$ cat config.mk
export PLATFORM = sky130hd
export DESIGN_NAME = paged_nibble_ram
export DESIGN_NICKNAME = d
export VERILOG_FILES = /design/src/rtl/nram_pkg.sv /design/src/rtl/nram_page_sel.sv /design/src/rtl/nram_ptr_file.sv /design/src/rtl/nram_store.sv /design/src/rtl/paged_nibble_ram.sv
export SDC_FILE = /design/constraint.sdc
export NUM_CORES = 2
export LEC_CHECK = 0
export BUFFER_PORTS_ARGS = -buffer_cell sky130_fd_sc_hd__buf_2
export CORE_ASPECT_RATIO = 2
export CORE_MARGIN = 4
export CORE_UTILIZATION = 35
export DETAILED_ROUTE_END_ITERATION = 12
export MAX_ROUTING_LAYER = met4
export PLACE_DENSITY_LB_ADDON = 0.25
export SYNTH_ARGS = -nofsm -noshare
export SYNTH_HDL_FRONTEND = slang
export SYNTH_SLANG_ARGS = --single-unit
$ cat constraint.sdc
create_clock -name clk -period 5.3 [get_ports clk]
set_input_delay 0.795 -clock clk [delete_from_list [all_inputs] [get_ports clk]]
set_output_delay 0.795 -clock clk [all_outputs]
set_load 0.1 [all_outputs]
$ cat src/rtl/nram_pkg.sv
`timescale 1ns/1ps
package nram_pkg;
  localparam int NRAM_NIB_W  = 4;
  localparam int NRAM_PAGES  = 6;
  localparam int NRAM_ADDR_W = 6;
  localparam int NRAM_SPEC_N = 8;

  // Where the registered read data comes from
  typedef enum logic [1:0] {
    SRC_NULL = 2'd0,
    SRC_SPEC = 2'd1,
    SRC_RAM  = 2'd2
  } rd_src_e;
endpackage

$ cat src/rtl/nram_page_sel.sv
`timescale 1ns/1ps
module nram_page_sel #(
  parameter int PAGES  = 6,
  parameter int PAGE_W = 3
) (
  input  logic              clk,
  input  logic              rst_n,
  input  logic              wr_en,
  input  logic [PAGE_W-1:0] wr_page,
  output logic [PAGE_W-1:0] page,
  output logic              load_ok
);
  function automatic logic page_legal(input logic [PAGE_W-1:0] p);
    return int'(p) < PAGES;
  endfunction

  assign load_ok = wr_en && page_legal(wr_page);

  always_ff @(posedge clk or negedge rst_n) begin
    if (!rst_n) begin
      page <= '0;
    end else if (load_ok) begin
      page <= wr_page;
    end
  end
endmodule

$ cat src/rtl/nram_ptr_file.sv
`timescale 1ns/1ps
module nram_ptr_file #(
  parameter int NIB_W  = 4,
  parameter int PTR_N  = 6,
  parameter int SEL_W  = 3,
  parameter int ADDR_W = 6,
  parameter int CHAN_N = 2
) (
  input  logic                          clk,
  input  logic                          rst_n,
  input  logic                          wr_en,
  input  logic [SEL_W-1:0]              wr_sel,
  input  logic [NIB_W-1:0]              wr_data,
  input  logic [SEL_W-1:0]              rd_sel,
  output logic [NIB_W-1:0]              rd_data,
  output logic [CHAN_N-1:0][ADDR_W-1:0] idx_addr
);
  localparam int HI_W = ADDR_W - NIB_W;

  logic [NIB_W-1:0] ptr_q [PTR_N];

  // In-page address of an index channel: odd pointer low bits on top,
  // even pointer as the low nibble
  function automatic logic [ADDR_W-1:0] join_index(input logic [NIB_W-1:0] odd_p,
                                                   input logic [NIB_W-1:0] even_p);
    return {odd_p[HI_W-1:0], even_p};
  endfunction

  always_ff @(posedge clk or negedge rst_n) begin
    if (!rst_n) begin
      for (int i = 0; i < PTR_N; i++) ptr_q[i] <= '0;
    end else if (wr_en && int'(wr_sel) < PTR_N) begin
      ptr_q[wr_sel] <= wr_data;
    end
  end

  assign rd_data = (int'(rd_sel) < PTR_N) ? ptr_q[rd_sel] : '0;

  for (genvar c = 0; c < CHAN_N; c++) begin : g_chan
    assign idx_addr[c] = join_index(ptr_q[2*c+1], ptr_q[2*c]);
  end
endmodule

$ cat src/rtl/nram_store.sv
`timescale 1ns/1ps
module nram_store #(
  parameter int NIB_W = 4,
  parameter int DEPTH = 336,
  parameter int IDX_W = 9
) (
  input  logic             clk,
  input  logic             we,
  input  logic [IDX_W-1:0] waddr,
  input  logic [NIB_W-1:0] wdata,
  input  logic             re,
  input  logic [IDX_W-1:0] raddr,
  output logic [NIB_W-1:0] rdata
);
  logic [NIB_W-1:0] mem [DEPTH];

  // Contents are not reset; a read in the same cycle as a write sees the old value
  always_ff @(posedge clk) begin
    if (we) mem[waddr] <= wdata;
    if (re) rdata <= mem[raddr];
  end
endmodule

$ cat src/rtl/paged_nibble_ram.sv
`timescale 1ns/1ps
module paged_nibble_ram
  import nram_pkg::*;
#(
  parameter int NIB_W  = NRAM_NIB_W,
  parameter int PAGES  = NRAM_PAGES,
  parameter int ADDR_W = NRAM_ADDR_W,
  parameter int SPEC_N = NRAM_SPEC_N,
  localparam int PAGE_W = $clog2(PAGES)
) (
  input  logic              clk,
  input  logic              rst_n,
  input  logic [ADDR_W-1:0] cpu_addr,
  input  logic [NIB_W-1:0]  cpu_wdata,
  input  logic              cpu_rd,
  input  logic              cpu_wr,
  output logic [NIB_W-1:0]  cpu_rdata,
  input  logic              page_wr,
  input  logic [PAGE_W-1:0] page_wdata,
  output logic [PAGE_W-1:0] cur_page
);
  localparam int CELLS_PER_PAGE = (1 << ADDR_W) - SPEC_N;
  localparam int DEPTH          = PAGES * CELLS_PER_PAGE;
  localparam int IDX_W          = $clog2(DEPTH);
  localparam int SEL_W          = $clog2(SPEC_N);
  localparam int PTR_N          = SPEC_N - 2;
  localparam int CHAN_N         = 2;
  localparam int WIN0           = SPEC_N - 2;
  localparam int WIN1           = SPEC_N - 1;

  function automatic logic is_window(input logic [ADDR_W-1:0] a);
    return (int'(a) == WIN0) || (int'(a) == WIN1);
  endfunction

  function automatic logic [IDX_W-1:0] ram_slot(input logic [PAGE_W-1:0] pg,
                                                input logic [ADDR_W-1:0] a);
    return IDX_W'(int'(pg) * CELLS_PER_PAGE + int'(a) - SPEC_N);
  endfunction

  // Internal events brought out for the checker
  logic                          page_load_ok;
  logic [ADDR_W-1:0]             eff_addr;
  logic                          hit_ram;
  logic                          hit_spec;
  logic                          hit_null;
  logic [CHAN_N-1:0][ADDR_W-1:0] idx_addr;
  logic [NIB_W-1:0]              ptr_rd_data;
  logic [NIB_W-1:0]              ram_rdata;
  logic [IDX_W-1:0]              ram_idx;
  logic [NIB_W-1:0]              spec_q;
  rd_src_e                       src_q;

  nram_page_sel #(.PAGES(PAGES), .PAGE_W(PAGE_W)) u_page (
    .clk     (clk),
    .rst_n   (rst_n),
    .wr_en   (page_wr),
    .wr_page (page_wdata),
    .page    (cur_page),
    .load_ok (page_load_ok)
  );

  // Resolve a window address into the location its pointer pair names
  always_comb begin
    if (int'(cpu_addr) == WIN0)      eff_addr = idx_addr[0];
    else if (int'(cpu_addr) == WIN1) eff_addr = idx_addr[1];
    else                             eff_addr = cpu_addr;
  end

  assign hit_null = is_window(eff_addr);
  assign hit_spec = (int'(eff_addr) < SPEC_N) && !hit_null;
  assign hit_ram  = int'(eff_addr) >= SPEC_N;
  assign ram_idx  = ram_slot(cur_page, eff_addr);

  nram_ptr_file #(
    .NIB_W  (NIB_W),
    .PTR_N  (PTR_N),
    .SEL_W  (SEL_W),
    .ADDR_W (ADDR_W),
    .CHAN_N (CHAN_N)
  ) u_ptr (
    .clk      (clk),
    .rst_n    (rst_n),
    .wr_en    (cpu_wr && hit_spec),
    .wr_sel   (eff_addr[SEL_W-1:0]),
    .wr_data  (cpu_wdata),
    .rd_sel   (eff_addr[SEL_W-1:0]),
    .rd_data  (ptr_rd_data),
    .idx_addr (idx_addr)
  );

  nram_store #(.NIB_W(NIB_W), .DEPTH(DEPTH), .IDX_W(IDX_W)) u_store (
    .clk   (clk),
    .we    (cpu_wr && hit_ram),
    .waddr (ram_idx),
    .wdata (cpu_wdata),
    .re    (cpu_rd && hit_ram),
    .raddr (ram_idx),
    .rdata (ram_rdata)
  );

  always_ff @(posedge clk or negedge rst_n) begin
    if (!rst_n) begin
      src_q  <= SRC_NULL;
      spec_q <= '0;
    end else if (cpu_rd) begin
      if (hit_ram)       src_q <= SRC_RAM;
      else if (hit_spec) src_q <= SRC_SPEC;
      else               src_q <= SRC_NULL;
      if (hit_spec) spec_q <= ptr_rd_data;
    end
  end

  always_comb begin
    case (src_q)
      SRC_RAM:  cpu_rdata = ram_rdata;
      SRC_SPEC: cpu_rdata = spec_q;
      default:  cpu_rdata = '0;
    endcase
  end
endmodule

## Word level (Yosys, flattened, before mapping)

Memory sizes are Yosys's and may differ from the RTL's. A register that Yosys moved wholly into a read port is not among the register bits.
Cells that the tools add are included.

- Memories: 1
- Logic and storage cells: 50
- Flip-flop bits (word level): 33
- Bits in writable memories: 1344
- Input port bits: 18

- $lt $le $gt $ge: 6
- Reduce and logical (&&, ||, !) cells: 10
- Add/sub/neg operators: 2
- Bitwise gates (word level): 1
- Muxes and demuxes: 14
- Eq/ne operators: 6
- $mul: 1

Memories:

| name | depth | bits a word | rd ports | clocked after Yosys merged registers in | wr ports | RTL line | source |
|---|---|---|---|---|---|---|---|
| u_store.mem | 336 | 4 | 1 | 1 | 1 | nram_store.sv:15 | `logic [NIB_W-1:0] mem [DEPTH];` |

Operators by type and width:

| cell | number |
|---|---|
| $bwmux W24 | 1 |
| $eq A6 B4 Y1 const B | 4 |
| $mux W4 | 4 |
| $bmux W4 S3 | 1 |
| $demux W4 S3 | 1 |
| $mux W6 | 2 |
| $add A9 B6 Y9 | 1 |
| $sub A9 B4 Y9 const B | 1 |
| $pmux W4 S2 | 1 |
| $logic_and A1 B1 Y1 | 7 |
| $ge A6 B4 Y1 const B | 1 |
| $lt A3 B3 Y1 const B | 2 |
| $lt A6 B4 Y1 const B | 1 |
| $mul A3 B3 Y6 const B | 1 |
| $ge A4 B4 Y1 const B | 1 |
| $lt A4 B1 Y1 const B | 1 |
| $not A3 Y4 | 1 |
| $mux W1 | 3 |
| $eq A2 B1 Y1 const B | 1 |
| $eq A2 B2 Y1 const B | 1 |
| $mux W2 | 1 |
| $reduce_and A2 Y1 | 1 |
| $logic_not A1 Y1 | 1 |
| $logic_or A1 B1 Y1 | 1 |

## Longest topological paths before layout

- Word-level depth: 9
- Mapped depth: 18

## By module

From an unflattened synthesis, not the netlist that was laid out.

- Cells, all modules: 2949
- Area total of the unflattened synthesis: 55697.2 um^2

By module, submodules not included:

| module | seq. area each (um^2) | cells an instance | instances | area each (um^2) |
|---|---|---|---|---|
| nram_store | 40478.8 | 2750 | 1 | 53400.0 |
| nram_ptr_file | 600.6 | 92 | 1 | 1247.4 |
| paged_nibble_ram | 150.1 | 97 | 1 | 915.9 |
| nram_page_sel | 75.1 | 10 | 1 | 133.9 |

## Least setup slack after synthesis

No wires, ideal clock.

- Path kind: reg2reg
- From: register u_page.page[1]
- To: register u_store.rdata[1] (read register of u_store.mem) (data pin)
- Path slack: -40 ps
- Required time: 5028 ps
- Clock period less this slack: 5340 ps
- Stages on the path, launching flop included: 18
- Setup time: 272 ps
- Arrival time: 5068 ps
- Cell sequence: dfrtp_1 inv_1 fa_1 inv_1 ha_1 inv_1 ha_1 inv_1 fa_1 clkbuf_1 clkinv_1 nor2_1 nand3_1 a221o_1 a41o_1 nand4_1 nand4_1 or4_1

- Longest elaborated chain between the ends: 3

RTL lines:

| what | RTL line | source |
|---|---|---|
| start, declared | nram_page_sel.sv:10 | `output logic [PAGE_W-1:0] page,` |
| start signal, assigned | nram_page_sel.sv:23 | `page <= wr_page;` |
| $mul A3 B3 Y6 | paged_nibble_ram.sv:37 | `return IDX_W'(int'(pg) * CELLS_PER_PAGE + int'(a) - SPEC_N);` |
| $add A9 B6 Y9 | paged_nibble_ram.sv:37 |  |
| $sub A9 B4 Y9 | paged_nibble_ram.sv:37 |  |
| end, declared | nram_store.sv:13 | `output logic [NIB_W-1:0] rdata` |

No other way between the ends.
A chain may end at the register's enable or synchronous reset.

## Worst setup path after layout

- From: register u_page.page[0]
- To: register u_store.rdata[3] (read register of u_store.mem) (data pin)

Same word-level chain as after synthesis.

==> flow_metrics.tcl <==
set metrics [dict create \
    synth_enable_flop_cells 1348 \
    grt_max_degree 142 \
    tritoncts "yes" \
    global_route.peak_usage_layer "met2" \
    drc 0 \
    crit_path_max_fanout 7 \
    p_leak_nw 24.3 \
    postSynth.topFlopCell "sky130_fd_sc_hd__edfxtp_1" \
    synth_area_leaders "sky130_fd_sc_hd__edfxtp_1 (71%), sky130_fd_sc_hd__nand2_1 (6.8%), sky130_fd_sc_hd__nand3_1 (4.0%)" \
    worst_ep_arrival_time_ns 5.50 \
    cp_cell_sequence "inv_1, fa_1, inv_1, ha_1, fa_1, inv_1, ha_1, a21oi_1, nand2_1, buf_4, nand2_1, a21oi_1, nor2_1, buf_4, nor3_1, o211ai_1, buf_4, o2111ai_1, or4_1" \
    critical_path.startpoint_type "flop" \
    track_usage_pct 24.8 \
    detail_route.first_pass.iterations 8 \
    synthToLayoutAreaGrowth_pct 20.4 \
    r2r_slack_ns 0.28 \
    finalCriticalPeriod_ns 5.02 \
    route.final.wire_length_um 208000 \
    path_buf_inv 6 \
    critical-path-slowest-cell "sky130_fd_sc_hd__fa_1" \
    floorplan.die_area_um2 170000 \
    gp_routability_congestion 1.05 \
    area_of_the_mapped_netlist_um2 57100 \
    vias 39600 \
    achievable-frequency_mhz 199 \
    initial_standard_cell_utilization_of_the_core_pct 35.2 \
    global_routing_usage_on_met3_pct 3.14 \
    path_class "reg2reg" \
    synthCells 4435 \
    report.final.setup_viol 0 \
    irDropWorstVdd_mv 0.257 \
    grt_pass1_wl_um 292000 \
    worstHoldPathType "in2async" \
    power_density_nw_per_um2 394 \
    placed_cells_incl_taps 6975 \
    worstSkewPairLatency_ns 0.76 \
    finalNonFillerCells 7189 \
    cp_slowest_stage_delay_ns 0.76 \
    post_drt_via_cell_ratio 5.51 \
    fillCellCount 15000 \
    wire_per_inst_um 29.0 \
    cts_buffer_count 115 \
    via_count_of_the_first_global_routing_pass 40100 \
    worst_setup_path_end_kind "flop" \
    synthesis.area_per_instance_um2 12.9 \
    clk_root_buffer_cell "sky130_fd_sc_hd__clkbuf_16" \
    cts_max_level 3 \
    post-synth-top-area-fraction_pct 70.9 \
    timing_worst_slew_pin_value_ns 1.09 \
    yosys_cell_types 71 \
    cts_setup_buffers 0 \
    skew_ns 0.0558 \
    die-width_um 294 \
    hold_viol_final 0 \
    drv.max_cap_violation_count 0 \
    cts.clk_slew.worst_paths_ns 0.07 \
    worst_path_required_ns 5.79 \
    ffs_w_async_s_r_synth_pct 2.39 \
    num-nets-final 5018 \
    grt-ovfl-total 0 \
    cts.path.max_buffers 3 \
    warning_count_from_the_yosys_run 0 \
    min_period_over_period_pct 94.7 \
    critical-path-top-delay-family "adder cells" \
    boundaryPins 25 \
    layout.cells.most_common_list "sky130_fd_sc_hd__edfxtp_1 (1348), sky130_fd_sc_hd__nand2_1 (1028), sky130_fd_sc_hd__buf_4 (636)" \
    synthesis.nets 4471 \
    port_buffers 24 \
    seq_area_frac_synth_pct 72.3 \
    clock_sinks 1381 \
    drt_first_iter_violations 3724 \
    yosysTopAreaCell "sky130_fd_sc_hd__edfxtp_1" \
    grtUsageMet2_pct 43.2 \
    core_area_um2 162000 \
    dp.final_hpwl_um 142000 \
    globalRouteMet1Util_pct 25.0 \
    outcome "complete, no violations" \
    max-slew-margin-rel_pct 26.7 \
    layout-drive-gt1-share_pct 19.8 \
    rows 209 \
    maxSlewViolCount 0 \
    ys_seq_elements 1381 \
    cts_hold_buf 0 \
    grt_antenna_before_repair 1 \
    die_h_um 579 \
    drtAntennaViolNets 0 \
    final_common_cell "sky130_fd_sc_hd__edfxtp_1" \
    setup_repair_after_global_routing_missed_its_margin "no" \
    hold_slack_final_ns 0.150 \
]
==> routing by layer <==
layer | part of all wire (%) | vias to the layer above
met2 | 51 | 1693
met1 | 33 | 19900
met4 | 10 | 0
li1 | - | 17400
met5 | 0 | -
met3 | 5.7 | 603
==> logic make-up after synthesis <==
kind of cell | count (synthesis) | synth area share (%)
AOI/OAI and AO/OA | 450 | 5.41
adders and majority gates | 18 | 0.447
buffers and inverters | 328 | 2.44
and+or+nand+nor | 2071 | 15.4
xor gates and xnor gates | 6 | 0.0920
muxes | 181 | 3.87
DFF | 1381 | 72.3
==> per-stage QoR <==
stage          util [%]  instance area [um^2]  power [mW]  setup WS (ns)  TNS [ns]
3_3_place_gp       40.0                 64900        18.3         -0.425     -1.78
5_1_grt            42.4                 68800        27.8         0.0835         0
2_1_floorplan         -                 57100        14.6         0.0498         0
3_5_place_dp       40.0                 64900        18.4         -0.384     -5.76
4_1_cts            42.4                 68800        27.1          0.230         0
6_report           42.4                 68800        27.1          0.282         0
==> worst register-to-register path: cells and delay by family, from the launching register on <==
family	cells	cell delay (ns)
DFF	1	0.41
AOI/OAI and AO/OA	4	0.58
buffers and inverters	6	0.83
adders and majority gates	4	1.86
and+or+nand+nor	5	1.09
==> final timing paths <==
kind                                       startpoint                          to  cells after the start
setup reg to reg           u_page.page[0]$_DFFE_PN0P_  u_store.rdata[3]$_DFFE_PP_                     19
max in group asynchronous                       rst_n  u_page.page[1]$_DFFE_PN0P_                      1
setup / recovery           u_page.page[0]$_DFFE_PN0P_  u_store.rdata[3]$_DFFE_PP_                     19
hold / removal                                  rst_n       spec_q[3]$_DFFE_PN0P_                      1
hold reg to reg            u_ptr.ptr_q[2]$_DFFE_PN0P_  u_ptr.ptr_q[2]$_DFFE_PN0P_                      1
min in group clk                        page_wdata[0]  u_page.page[0]$_DFFE_PN0P_                      3
==> cells in the mapped netlist (23+ instances only) <==
cell type / n
sky130_fd_sc_hd__edfxtp_1: 1348
sky130_fd_sc_hd__nand2_1: 1040
sky130_fd_sc_hd__nand3_1: 452
sky130_fd_sc_hd__nor2_1: 399
sky130_fd_sc_hd__clkbuf_1: 123
sky130_fd_sc_hd__mux2i_1: 116
sky130_fd_sc_hd__buf_2: 114
sky130_fd_sc_hd__a21oi_1: 104
sky130_fd_sc_hd__a31oi_1: 58
sky130_fd_sc_hd__and3_1: 55
sky130_fd_sc_hd__buf_1: 55
sky130_fd_sc_hd__o21ai_0: 55
sky130_fd_sc_hd__nand4_1: 40
sky130_fd_sc_hd__mux2_2: 37
sky130_fd_sc_hd__a221oi_1: 34
sky130_fd_sc_hd__dfrtp_1: 33
sky130_fd_sc_hd__nor3_1: 31
sky130_fd_sc_hd__a311oi_1: 30
sky130_fd_sc_hd__inv_1: 30
sky130_fd_sc_hd__mux4_2: 28
sky130_fd_sc_hd__a22oi_1: 23
==> final cells by class <==
class	instances	area, um^2	share of cell area (%)
Antenna cell	1	2.50	0.00364
Clock inverter	72	857	1.25
Multi-Input combinational cell	2726	14600	21.2
Tap cell	2110	2640	3.84
Timing Repair Buffer	726	6260	9.10
Clock buffer	141	3020	4.39
Inverter	32	120	0.175
Sequential cell	1381	41300	60.1
==> where the power goes <==
| group | internal [mW] | switching [mW] | total (mW) |
|---|---|---|---|
| sequential | 12.1 | 0.0702 | 12.2 |
| clock | 4.81 | 4.04 | 8.86 |
| combinational | 1.99 | 4.07 | 6.06 |
| total | 18.9 | 8.18 | 27.1 |
==> timing repair <==
action,CTS,global route
endpoints found under the hold margin,0,0
resized for setup,0,1
setup endpoints to repair,0,1
==> state kept, by name, summed over array words and instances (netlist names) <==
name / cells
u_store.mem: 1344
u_ptr.idx_addr: 12
u_ptr.ptr_q: 12
spec_q: 4
u_store.rdata: 4
u_page.page: 3
src_q: 2
Note: power is estimated with default switching activity, not from simulation.
